### src/rtl/boot_mode_pkg.sv
package boot_mode_pkg;

   typedef enum logic [1:0] {
      BK_NONE = 2'd0,
      BK_BYTE = 2'd1,
      BK_HOST = 2'd2
   } boot_kind_e;

   typedef struct packed {
      boot_kind_e kind;
      logic       host_cfg;
      logic       ack_od;
      logic       invalid;
   } boot_cfg_t;

   // Strap decode: C,B,A select method and memory map, D picks the ack drive style
   function automatic boot_cfg_t decode_straps(input logic d, input logic c,
                                               input logic b, input logic a);
      boot_cfg_t r;
      r = '{kind: BK_NONE, host_cfg: 1'b0, ack_od: 1'b0, invalid: 1'b0};
      case ({c, b, a})
         3'b000: r.kind = BK_BYTE;
         3'b010: r.kind = BK_NONE;
         3'b100: begin
            r.kind     = BK_BYTE;
            r.host_cfg = 1'b1;
         end
         3'b101: begin
            r.kind     = BK_HOST;
            r.host_cfg = 1'b1;
         end
         default: r.invalid = 1'b1;
      endcase
      r.ack_od = r.host_cfg & d;
      return r;
   endfunction

endpackage

### src/rtl/boot_strap_latch.sv
module boot_strap_latch
   import boot_mode_pkg::*;
#(
   parameter bit REG_DECODE = 1'b1
) (
   input  logic      clk,
   input  logic      rst_n,
   input  logic      strap_a,
   input  logic      strap_b,
   input  logic      strap_c,
   input  logic      strap_d,
   output boot_cfg_t cfg
);

   generate
      if (REG_DECODE) begin : g_dec_reg
         // store the decoded result: decode logic stays off the output path
         boot_cfg_t cfg_q;
         always_ff @(posedge clk) begin
            if (!rst_n) cfg_q <= decode_straps(strap_d, strap_c, strap_b, strap_a);
         end
         assign cfg = cfg_q;
      end else begin : g_raw_reg
         // store only four raw bits and decode behind the flops
         logic [3:0] raw_q;
         always_ff @(posedge clk) begin
            if (!rst_n) raw_q <= {strap_d, strap_c, strap_b, strap_a};
         end
         assign cfg = decode_straps(raw_q[3], raw_q[2], raw_q[1], raw_q[0]);
      end
   endgenerate

endmodule

### src/rtl/boot_byte_loader.sv
module boot_byte_loader #(
   parameter int BYTE_W     = 8,
   parameter int WORD_BYTES = 3,
   parameter int BOOT_WORDS = 32,
   parameter int BM_AW      = 14,
   parameter int PM_AW      = 14,
   parameter int BM_BASE    = 0,
   parameter int PM_BASE    = 0,
   parameter bit MSB_FIRST  = 1'b1
) (
   input  logic                         clk,
   input  logic                         rst_n,
   input  logic                         en,
   output logic                         bm_rd_en,
   output logic [BM_AW-1:0]             bm_addr,
   input  logic [BYTE_W-1:0]            bm_rdata,
   output logic                         pm_we,
   output logic [PM_AW-1:0]             pm_addr,
   output logic [BYTE_W*WORD_BYTES-1:0] pm_wdata,
   output logic                         last_wr
);

   localparam int WORD_W      = BYTE_W * WORD_BYTES;
   localparam int TOTAL_BYTES = WORD_BYTES * BOOT_WORDS;
   localparam int ICNT_W      = $clog2(TOTAL_BYTES + 1);
   localparam int POS_W       = (WORD_BYTES > 1) ? $clog2(WORD_BYTES) : 1;
   localparam int WCNT_W      = (BOOT_WORDS > 1) ? $clog2(BOOT_WORDS) : 1;
   localparam int LAST_POS    = WORD_BYTES - 1;
   localparam int LAST_WORD   = BOOT_WORDS - 1;
   localparam int ASM_W       = (WORD_BYTES > 1) ? (WORD_BYTES - 1) * BYTE_W : BYTE_W;

   logic [ICNT_W-1:0] issue_cnt_q;
   logic              issue;
   logic              rd_vld_q;
   logic [POS_W-1:0]  pos_q;
   logic [WCNT_W-1:0] word_q;
   logic              word_end;

   // one byte request per cycle until the whole image has been requested
   assign issue    = en && (issue_cnt_q != ICNT_W'(TOTAL_BYTES));
   assign word_end = (pos_q == POS_W'(LAST_POS));

   always_ff @(posedge clk) begin
      if (!rst_n) begin
         issue_cnt_q <= '0;
         rd_vld_q    <= 1'b0;
         pos_q       <= '0;
         word_q      <= '0;
      end else begin
         rd_vld_q <= issue;
         if (issue) issue_cnt_q <= issue_cnt_q + 1'b1;
         if (rd_vld_q) begin
            if (word_end) begin
               pos_q  <= '0;
               word_q <= word_q + 1'b1;
            end else begin
               pos_q <= pos_q + 1'b1;
            end
         end
      end
   end

   assign bm_rd_en = issue;
   assign bm_addr  = BM_AW'(BM_BASE) + BM_AW'(issue_cnt_q);
   assign pm_we    = rd_vld_q && word_end;
   assign pm_addr  = PM_AW'(PM_BASE) + PM_AW'(word_q);
   assign last_wr  = pm_we && (word_q == WCNT_W'(LAST_WORD));

   generate
      if (WORD_BYTES == 1) begin : g_single
         assign pm_wdata = bm_rdata;
      end else if (MSB_FIRST) begin : g_msb
         logic [ASM_W-1:0] asm_q;
         always_ff @(posedge clk) begin
            if (!rst_n) asm_q <= '0;
            else if (rd_vld_q && !word_end) asm_q <= ASM_W'({asm_q, bm_rdata});
         end
         assign pm_wdata = {asm_q, bm_rdata};
      end else begin : g_lsb
         logic [ASM_W-1:0] asm_q;
         always_ff @(posedge clk) begin
            if (!rst_n) asm_q <= '0;
            else if (rd_vld_q && !word_end) asm_q <= ASM_W'({bm_rdata, asm_q} >> BYTE_W);
         end
         assign pm_wdata = {bm_rdata, asm_q};
      end
   endgenerate

   // unused in the default build; keeps WORD_W tied to the port width
   generate
      if (WORD_W != BYTE_W * WORD_BYTES) begin : g_bad_w
         $error("boot_byte_loader: word width mismatch");
      end
   endgenerate

endmodule

### src/rtl/boot_host_watch.sv
module boot_host_watch #(
   parameter int PM_AW        = 14,
   parameter int RELEASE_ADDR = 0
) (
   input  logic             en,
   input  logic             host_we,
   input  logic [PM_AW-1:0] host_addr,
   output logic             release_o
);

   assign release_o = en && host_we && (host_addr == PM_AW'(RELEASE_ADDR));

endmodule

### src/rtl/boot_mode_seq.sv
module boot_mode_seq
   import boot_mode_pkg::*;
#(
   parameter int BYTE_W            = 8,
   parameter int WORD_BYTES        = 3,
   parameter int BOOT_WORDS        = 32,
   parameter int BM_AW             = 14,
   parameter int PM_AW             = 14,
   parameter int BM_BASE           = 0,
   parameter int PM_BASE           = 0,
   parameter int HOST_RELEASE_ADDR = 0,
   parameter bit MSB_FIRST         = 1'b1,
   parameter bit REG_DECODE        = 1'b1
) (
   input  logic                         clk,
   input  logic                         rst_n,
   input  logic                         strap_a,
   input  logic                         strap_b,
   input  logic                         strap_c,
   input  logic                         strap_d,
   output logic                         bm_rd_en,
   output logic [BM_AW-1:0]             bm_addr,
   input  logic [BYTE_W-1:0]            bm_rdata,
   output logic                         pm_we,
   output logic [PM_AW-1:0]             pm_addr,
   output logic [BYTE_W*WORD_BYTES-1:0] pm_wdata,
   input  logic                         host_we,
   input  logic [PM_AW-1:0]             host_addr,
   output logic                         core_run,
   output logic                         mem_host_cfg,
   output logic                         ack_open_drain,
   output logic                         mode_invalid
);

   localparam int TOTAL_BYTES = WORD_BYTES * BOOT_WORDS;

   generate
      if (BYTE_W < 1 || WORD_BYTES < 1 || BOOT_WORDS < 1) begin : g_bad_size
         $error("boot_mode_seq: byte width, word size and word count must be positive");
      end
      if (BM_BASE + TOTAL_BYTES > (1 << BM_AW)) begin : g_bad_bm
         $error("boot_mode_seq: boot image does not fit the byte address space");
      end
      if (PM_BASE + BOOT_WORDS > (1 << PM_AW)) begin : g_bad_pm
         $error("boot_mode_seq: boot words do not fit the program address space");
      end
      if (HOST_RELEASE_ADDR >= (1 << PM_AW)) begin : g_bad_rel
         $error("boot_mode_seq: host release address out of range");
      end
   endgenerate

   boot_cfg_t  cfg;
   logic [1:0] boot_kind;
   logic       byte_en;
   logic       host_en;
   logic       byte_done;
   logic       host_done;
   logic       release_now;
   logic       run_q;

   boot_strap_latch #(
      .REG_DECODE (REG_DECODE)
   ) strap_i (
      .clk     (clk),
      .rst_n   (rst_n),
      .strap_a (strap_a),
      .strap_b (strap_b),
      .strap_c (strap_c),
      .strap_d (strap_d),
      .cfg     (cfg)
   );

   assign boot_kind = cfg.kind;
   assign byte_en   = rst_n && (cfg.kind == BK_BYTE);
   assign host_en   = rst_n && (cfg.kind == BK_HOST);

   boot_byte_loader #(
      .BYTE_W     (BYTE_W),
      .WORD_BYTES (WORD_BYTES),
      .BOOT_WORDS (BOOT_WORDS),
      .BM_AW      (BM_AW),
      .PM_AW      (PM_AW),
      .BM_BASE    (BM_BASE),
      .PM_BASE    (PM_BASE),
      .MSB_FIRST  (MSB_FIRST)
   ) loader_i (
      .clk      (clk),
      .rst_n    (rst_n),
      .en       (byte_en),
      .bm_rd_en (bm_rd_en),
      .bm_addr  (bm_addr),
      .bm_rdata (bm_rdata),
      .pm_we    (pm_we),
      .pm_addr  (pm_addr),
      .pm_wdata (pm_wdata),
      .last_wr  (byte_done)
   );

   boot_host_watch #(
      .PM_AW        (PM_AW),
      .RELEASE_ADDR (HOST_RELEASE_ADDR)
   ) host_i (
      .en        (host_en),
      .host_we   (host_we),
      .host_addr (host_addr),
      .release_o (host_done)
   );

   always_comb begin
      case (cfg.kind)
         BK_BYTE: release_now = byte_done;
         BK_HOST: release_now = host_done;
         default: release_now = 1'b1;
      endcase
   end

   // run flag: cleared by reset, set once by the release condition
   always_ff @(posedge clk) begin
      if (!rst_n) run_q <= 1'b0;
      else if (release_now) run_q <= 1'b1;
   end

   assign core_run       = run_q;
   assign mem_host_cfg   = cfg.host_cfg;
   assign ack_open_drain = cfg.ack_od;
   assign mode_invalid   = cfg.invalid;

endmodule

### config.mk
export PLATFORM = sky130hd
export DESIGN_NAME = boot_mode_seq
export DESIGN_NICKNAME = d
export VERILOG_FILES = /design/src/rtl/boot_mode_pkg.sv /design/src/rtl/boot_strap_latch.sv /design/src/rtl/boot_byte_loader.sv /design/src/rtl/boot_host_watch.sv /design/src/rtl/boot_mode_seq.sv
export SDC_FILE = /design/constraint.sdc
export NUM_CORES = 1
export LEC_CHECK = 0
export ABC_AREA = 1
export BUFFER_PORTS_ARGS = -buffer_cell sky130_fd_sc_hd__buf_2
export CAP_MARGIN = 40
export CELL_PAD_IN_SITES_DETAIL_PLACEMENT = 0
export CELL_PAD_IN_SITES_GLOBAL_PLACEMENT = 1
export CORE_UTILIZATION = 32
export CTS_CLUSTER_SIZE = 8
export DETAILED_ROUTE_END_ITERATION = 7
export PLACE_DENSITY_LB_ADDON = 0.1
export SLEW_MARGIN = 20
export SYNTH_ARGS = -nofsm -noshare
export SYNTH_HDL_FRONTEND = slang
export SYNTH_HIERARCHICAL = 1
export SYNTH_SLANG_ARGS = --single-unit
### constraint.sdc
create_clock -name clk -period 1.5 [get_ports clk]
set_input_delay 0.075 -clock clk [delete_from_list [all_inputs] [get_ports clk]]
set_output_delay 0.075 -clock clk [all_outputs]
set_load 0.1 [all_outputs]
**Word-level counts from Yosys, hierarchy flattened**

Index checks and enable logic that the tools add are counted.
Widths: inputs -> output; s select.

- Add/subtract/negate cells: 3
- Equality and inequality tests: 8
- Multiplexer cells: 6
- Bitwise logic cells: 1
- Reduce and logical (&&, ||, !) cells: 15

Operators with widths:

| cell | number |
|---|---|
| $logic_not 14->1 | 1 |
| $logic_and 1x1->1 | 8 |
| $add 7x1->7 const B | 1 |
| $ne 7x7->1 const B | 1 |
| $eq 3x3->1 const B | 2 |
| $add 5x1->5 const B | 1 |
| $eq 5x5->1 const B | 1 |
| $eq 2x2->1 const B | 2 |
| $pmux 2 s2 | 1 |
| $reduce_or 2->1 | 2 |
| $reduce_or 4->1 | 1 |
| $eq 3x2->1 const B | 1 |
| $logic_not 3->1 | 1 |
| $mux 1 | 3 |
| $add 2x1->2 const B | 1 |
| $eq 2x1->1 const B | 1 |
| $mux 2 | 1 |
| $pmux 1 s2 | 1 |
| $reduce_and 2->1 | 1 |
| $and 1x1->1 | 1 |
| $logic_not 1->1 | 1 |

- Bits in registers: 37
- Input bits: 29
- Output and inout port bits: 58
- Logic and storage cells: 43

**Longest topological paths before layout**

- Depth after elaboration: 5
- Mapped depth: 12
- Depth with buffers taken out: 12

**Cells and area by module**

The synthesis kept the hierarchy.

Modules (own cells, without submodules):

| module | times used | cells each | area each (sq um) |
|---|---|---|---|
| boot_byte_loader | 1 | 202 | 1536.5 |
| boot_strap_latch | 1 | 18 | 201.4 |
| boot_host_watch | 1 | 29 | 108.9 |
| boot_mode_seq | 1 | 15 | 91.3 |

**Worst setup path before layout**

Ideal clock, no wire load.

- Kind: reg2reg
- Start: register loader_i.issue_cnt_q[0]
- End: register loader_i.issue_cnt_q[4]
- Setup time: 0.067 ns
- Arrival time: 2.271 ns
- Data required time: 1.433 ns
- Path slack: -0.838 ns
- Stages on the path, launching flop included: 10
- Buffers on the path: 0
- Clock period less this slack: 2.338 ns
- Cell sequence: dfxtp_1 inv_1 ha_1 nand2_1 inv_1 nand3_4 nand2_4 inv_2 nand2_1 a21oi_2

- Longest elaborated chain between the ends: 2
- Elaborated cells between the ends (all ways): 3

Ends and longest elaborated chain:

| what | line | text |
|---|---|---|
| from (decl) | boot_byte_loader.sv:32 | `logic [ICNT_W-1:0] issue_cnt_q;` |
| from (signal assigned) | boot_byte_loader.sv:51 | `if (issue) issue_cnt_q <= issue_cnt_q + 1'b1;` |
| $ne 7x7->1 | boot_byte_loader.sv:40 | `assign issue = en && (issue_cnt_q != ICNT_W'(TOTAL_BYTES));` |
| $logic_and 1x1->1 | boot_byte_loader.sv:40 |  |
| via bm_rd_en | boot_mode_seq.sv:21 | `output logic bm_rd_en,` |

The timed path passes the listed nets, and every way through them passes these cells.
A chain may end at the register's enable or synchronous reset.

**Final worst setup path**

- Start: register loader_i.issue_cnt_q[1]
- End: output port bm_rd_en

- Longest elaborated chain between the ends: 2

Ends and longest elaborated chain:

| what | line |
|---|---|
| $ne 7x7->1 | boot_byte_loader.sv:40 |
| $logic_and 1x1->1 | boot_byte_loader.sv:40 |
| to (decl) | boot_mode_seq.sv:21 |

No other way between the ends.

==> summary.txt <==
status: complete, no violations
Final period util: 95.9%
final-report setup violation count: 0
final hold violations: 0
Worst-Skew Late Latency: 0.28 ns
CTS tree: yes
core footprint: 0.00568 mm²
Root Driver: clkbuf_8
post-route DRC violation count: 0
first-pass GRT wire length: 6440 µm
Logic pwr share: 28.8%
register bit total from synthesis: 37
Longest Clk Path Bufs: 2
Avg WL per Cell: 9.43 µm
hold buffers post-CTS: 0
routability congestion estimate: 0.713
Synth area leaders: dfxtp_1 33%, nor2_1 12%, buf_4 9.3%
Final nets: 370
Req. time, crit path: 1.42 ns
Sw Pwr: 957 µW
Power Internal: 1.52 mW
largest net degree at the start of global routing: 26
clock sinks: 37
sw frac: 38.6%
worst hold start: bm_rdata[0]
Initial Util: 34.1%
Global Route Usage Sum: 13.1%
CTS clk-pin slew, worst paths: 0.07 ns
Setup CP Type: flip-flop to output port
Synth top area share: 33.1%
Remaining Overflow, GRT: 0
Routed WL: 3850 µm
sequential power share: 42.7%
die area: 0.00637 mm²
number of H-tree levels: 2
Tot Pwr: 2.48 mW
hold slack: 0.0233 ns
filler cell count: 599
Distinct cells, synth: 28
worst-path fanout max: 6
detailed placement HPWL: 2730 µm
PwrDens: 1010 mW/mm²
n_diodes: 0
RSZ-0062 raised after global routing: yes
min Tclk post-route: 1.44 ns
Pre-antenna DRT Iters: 4
VDD IR-drop max: 0.000503 V
initial drt markers: 33
reg2reg path depth: 11
row cnt: 27
HP Class: input port to flip-flop
Critical Path AT: 1.36 ns
worst flop-to-flop path endpoint: loader_i/issue_cnt_q[6]
share of cells above drive strength 1: 34.8%
Util after Layout: 43.3%
Setup crit start kind: flip-flop
Hold Crit Depth: 3
worst-case clock skew: 0.00642 ns
DR WL met2: 1710 µm
Met3 Wirelength: 263 µm
mean post-synth cell area: 7.34 µm²
area grow syn2layout: 26.7%
antenna violations before repair: 0
crit end category: output port
synth warn: 6
Cells after Synth: 264
WL met1: 1830 µm
reg2reg start: loader_i/issue_cnt_q[1]
Yosys top cell by area: dfxtp_1
port bufs: 70
antenna violation net count after detailed routing: 0
Ports: 87
register area share after synthesis: 40.8%
Syn Std Cell Area: 0.00194 mm²
Vias: 1685
R2R setup slack: 0.13 ns
DIE WIDTH: 79.8 µm
clock network fraction of design power: 28.5%
vias in the first global route: 1411
Final Max Tran Viols: 0
WHS Endpoint: loader_i/g_msb.asm_q[0]
Max Freq: 0.695 GHz
top routing layer used: met4
max-cap violations: 0
CTS buffer count: 5
vias per std cell: 4.13
Die Span Y: 79.8 µm
static leakage power: 1.31 nW
placed cells by master, fill, tap and decap left out, types with 2 or more instances in the layout:
master	n
nand4_1	4
ha_1	4
o21ai_1	4
nand2_2	4
ha_2	2
nand3_1	5
dfxtp_2	7
dfxtp_4	5
conb_1	16
clkbuf_1	2
nor2_4	2
buf_12	2
edfxtp_1	5
inv_2	4
a21oi_1	6
o21ai_0	19
buf_4	9
clkbuf_8	6
inv_4	2
dfxtp_1	20
inv_1	35
nor2_1	60
buf_2	68
nand2_1	36
cell usage after synthesis:
cell and number:
a21oi_1 6, a21oi_2 1, and2_0 1, buf_1 1, buf_2 1, buf_4 24, buf_6 3, clkbuf_1 1
conb_1 1, dfxtp_1 32, edfxtp_1 5, ha_1 6, inv_1 39, inv_2 2, inv_4 1, nand2_1 37
nand2_2 3, nand2_4 2, nand3_1 5, nand3_4 1, nand4_1 4, nand4_2 1, nor2_1 60, nor2_4 2
nor3_1 1, o21ai_0 19, o21ai_1 4, xor2_1 1
area by class of cell:
class	count	area, µm²	area share [%]
Multi-Input combinational cell	170	833	33.9
Sequential cell	37	818	33.3
Timing Repair Buffer	79	448	18.2
Inverter	42	175	7.14
Clock buffer	8	90.1	3.67
Tap cell	72	90.1	3.67
per-stage QoR:
step,std cells,cell area (µm²),setup slack [ns],TNS (ns)
after global routing,408,2450,-0.0197,-0.0197
after floorplan,279,2030,-0.0339,-0.0339
after global placement,392,2290,0.196,0
final,408,2450,0.0613,0
after detailed placement,392,2290,0.167,0
after CTS,403,2410,0.0149,0
worst max-delay path, cell delays in order, from the launching register on:
cell     delay [ns]
dfxtp_4        0.36
inv_2          0.05
ha_2           0.14
nand2_1        0.06
inv_2          0.07
nand3_4        0.09
nand2_8        0.12
inv_12         0.03
buf_12         0.15
cells by family after synthesis:
group / after synthesis / share of synthesized area, %
AO/OA/AOI/OAI: 30 / 7.94
XOR/XNOR: 1 / 0.452
adder cells (fa/ha/maj): 6 / 3.87
buffers and inverters: 72 / 19.9
flip-flops: 37 / 40.8
other: 1 / 0.193
AND/OR/NAND/NOR: 117 / 26.8
power groups by stage:
stage                     clock network [mW]  registers (mW)  logic, mW
after global placement                     0            1.08      0.699
final                                  0.706            1.06      0.714
after detailed placement                   0            1.08      0.698
after floorplan                            0            1.31      0.416
after CTS                              0.753            1.06      0.709
after global routing                   0.794            1.06      0.751
routing by layer:
metal  GRT usage, %  vias up
met5              0        -
met4           4.82        0
met3           4.57        5
met2           20.6       56
met1           16.3      712
li1               -      912
worst max-delay path by stage:
stage,startpoint,end,cells after the start
2_1_floorplan,loader_i/issue_cnt_q[0],loader_i/issue_cnt_q[4],9
3_3_place_gp,strap_i/cfg[4],loader_i/issue_cnt_q[1],7
3_5_place_dp,strap_i/cfg[4],loader_i/issue_cnt_q[1],7
4_1_cts,strap_i/cfg[4],bm_rd_en,7
5_1_grt,loader_i/issue_cnt_q[1],bm_rd_en,8
6_report,loader_i/issue_cnt_q[1],bm_rd_en,8
flip-flops by register name, indices dropped and copies added (netlist names):
name,count
loader_i/rd_vld_q,1
loader_i/issue_cnt_q,7
strap_i/cfg,5
core_run,1
loader_i/word_q,5
loader_i/g_msb.asm_q,16
loader_i/pos_q,2
repair_timing:
item	4_1_cts	5_1_grt
endpoints found under the hold margin	0	0
pin swaps	1	1
endpoints found under the setup margin	1	1
gates cloned	0	0
setup buffers	3	5
gates resized for setup	3	6
(Power assumes the default switching activity.)
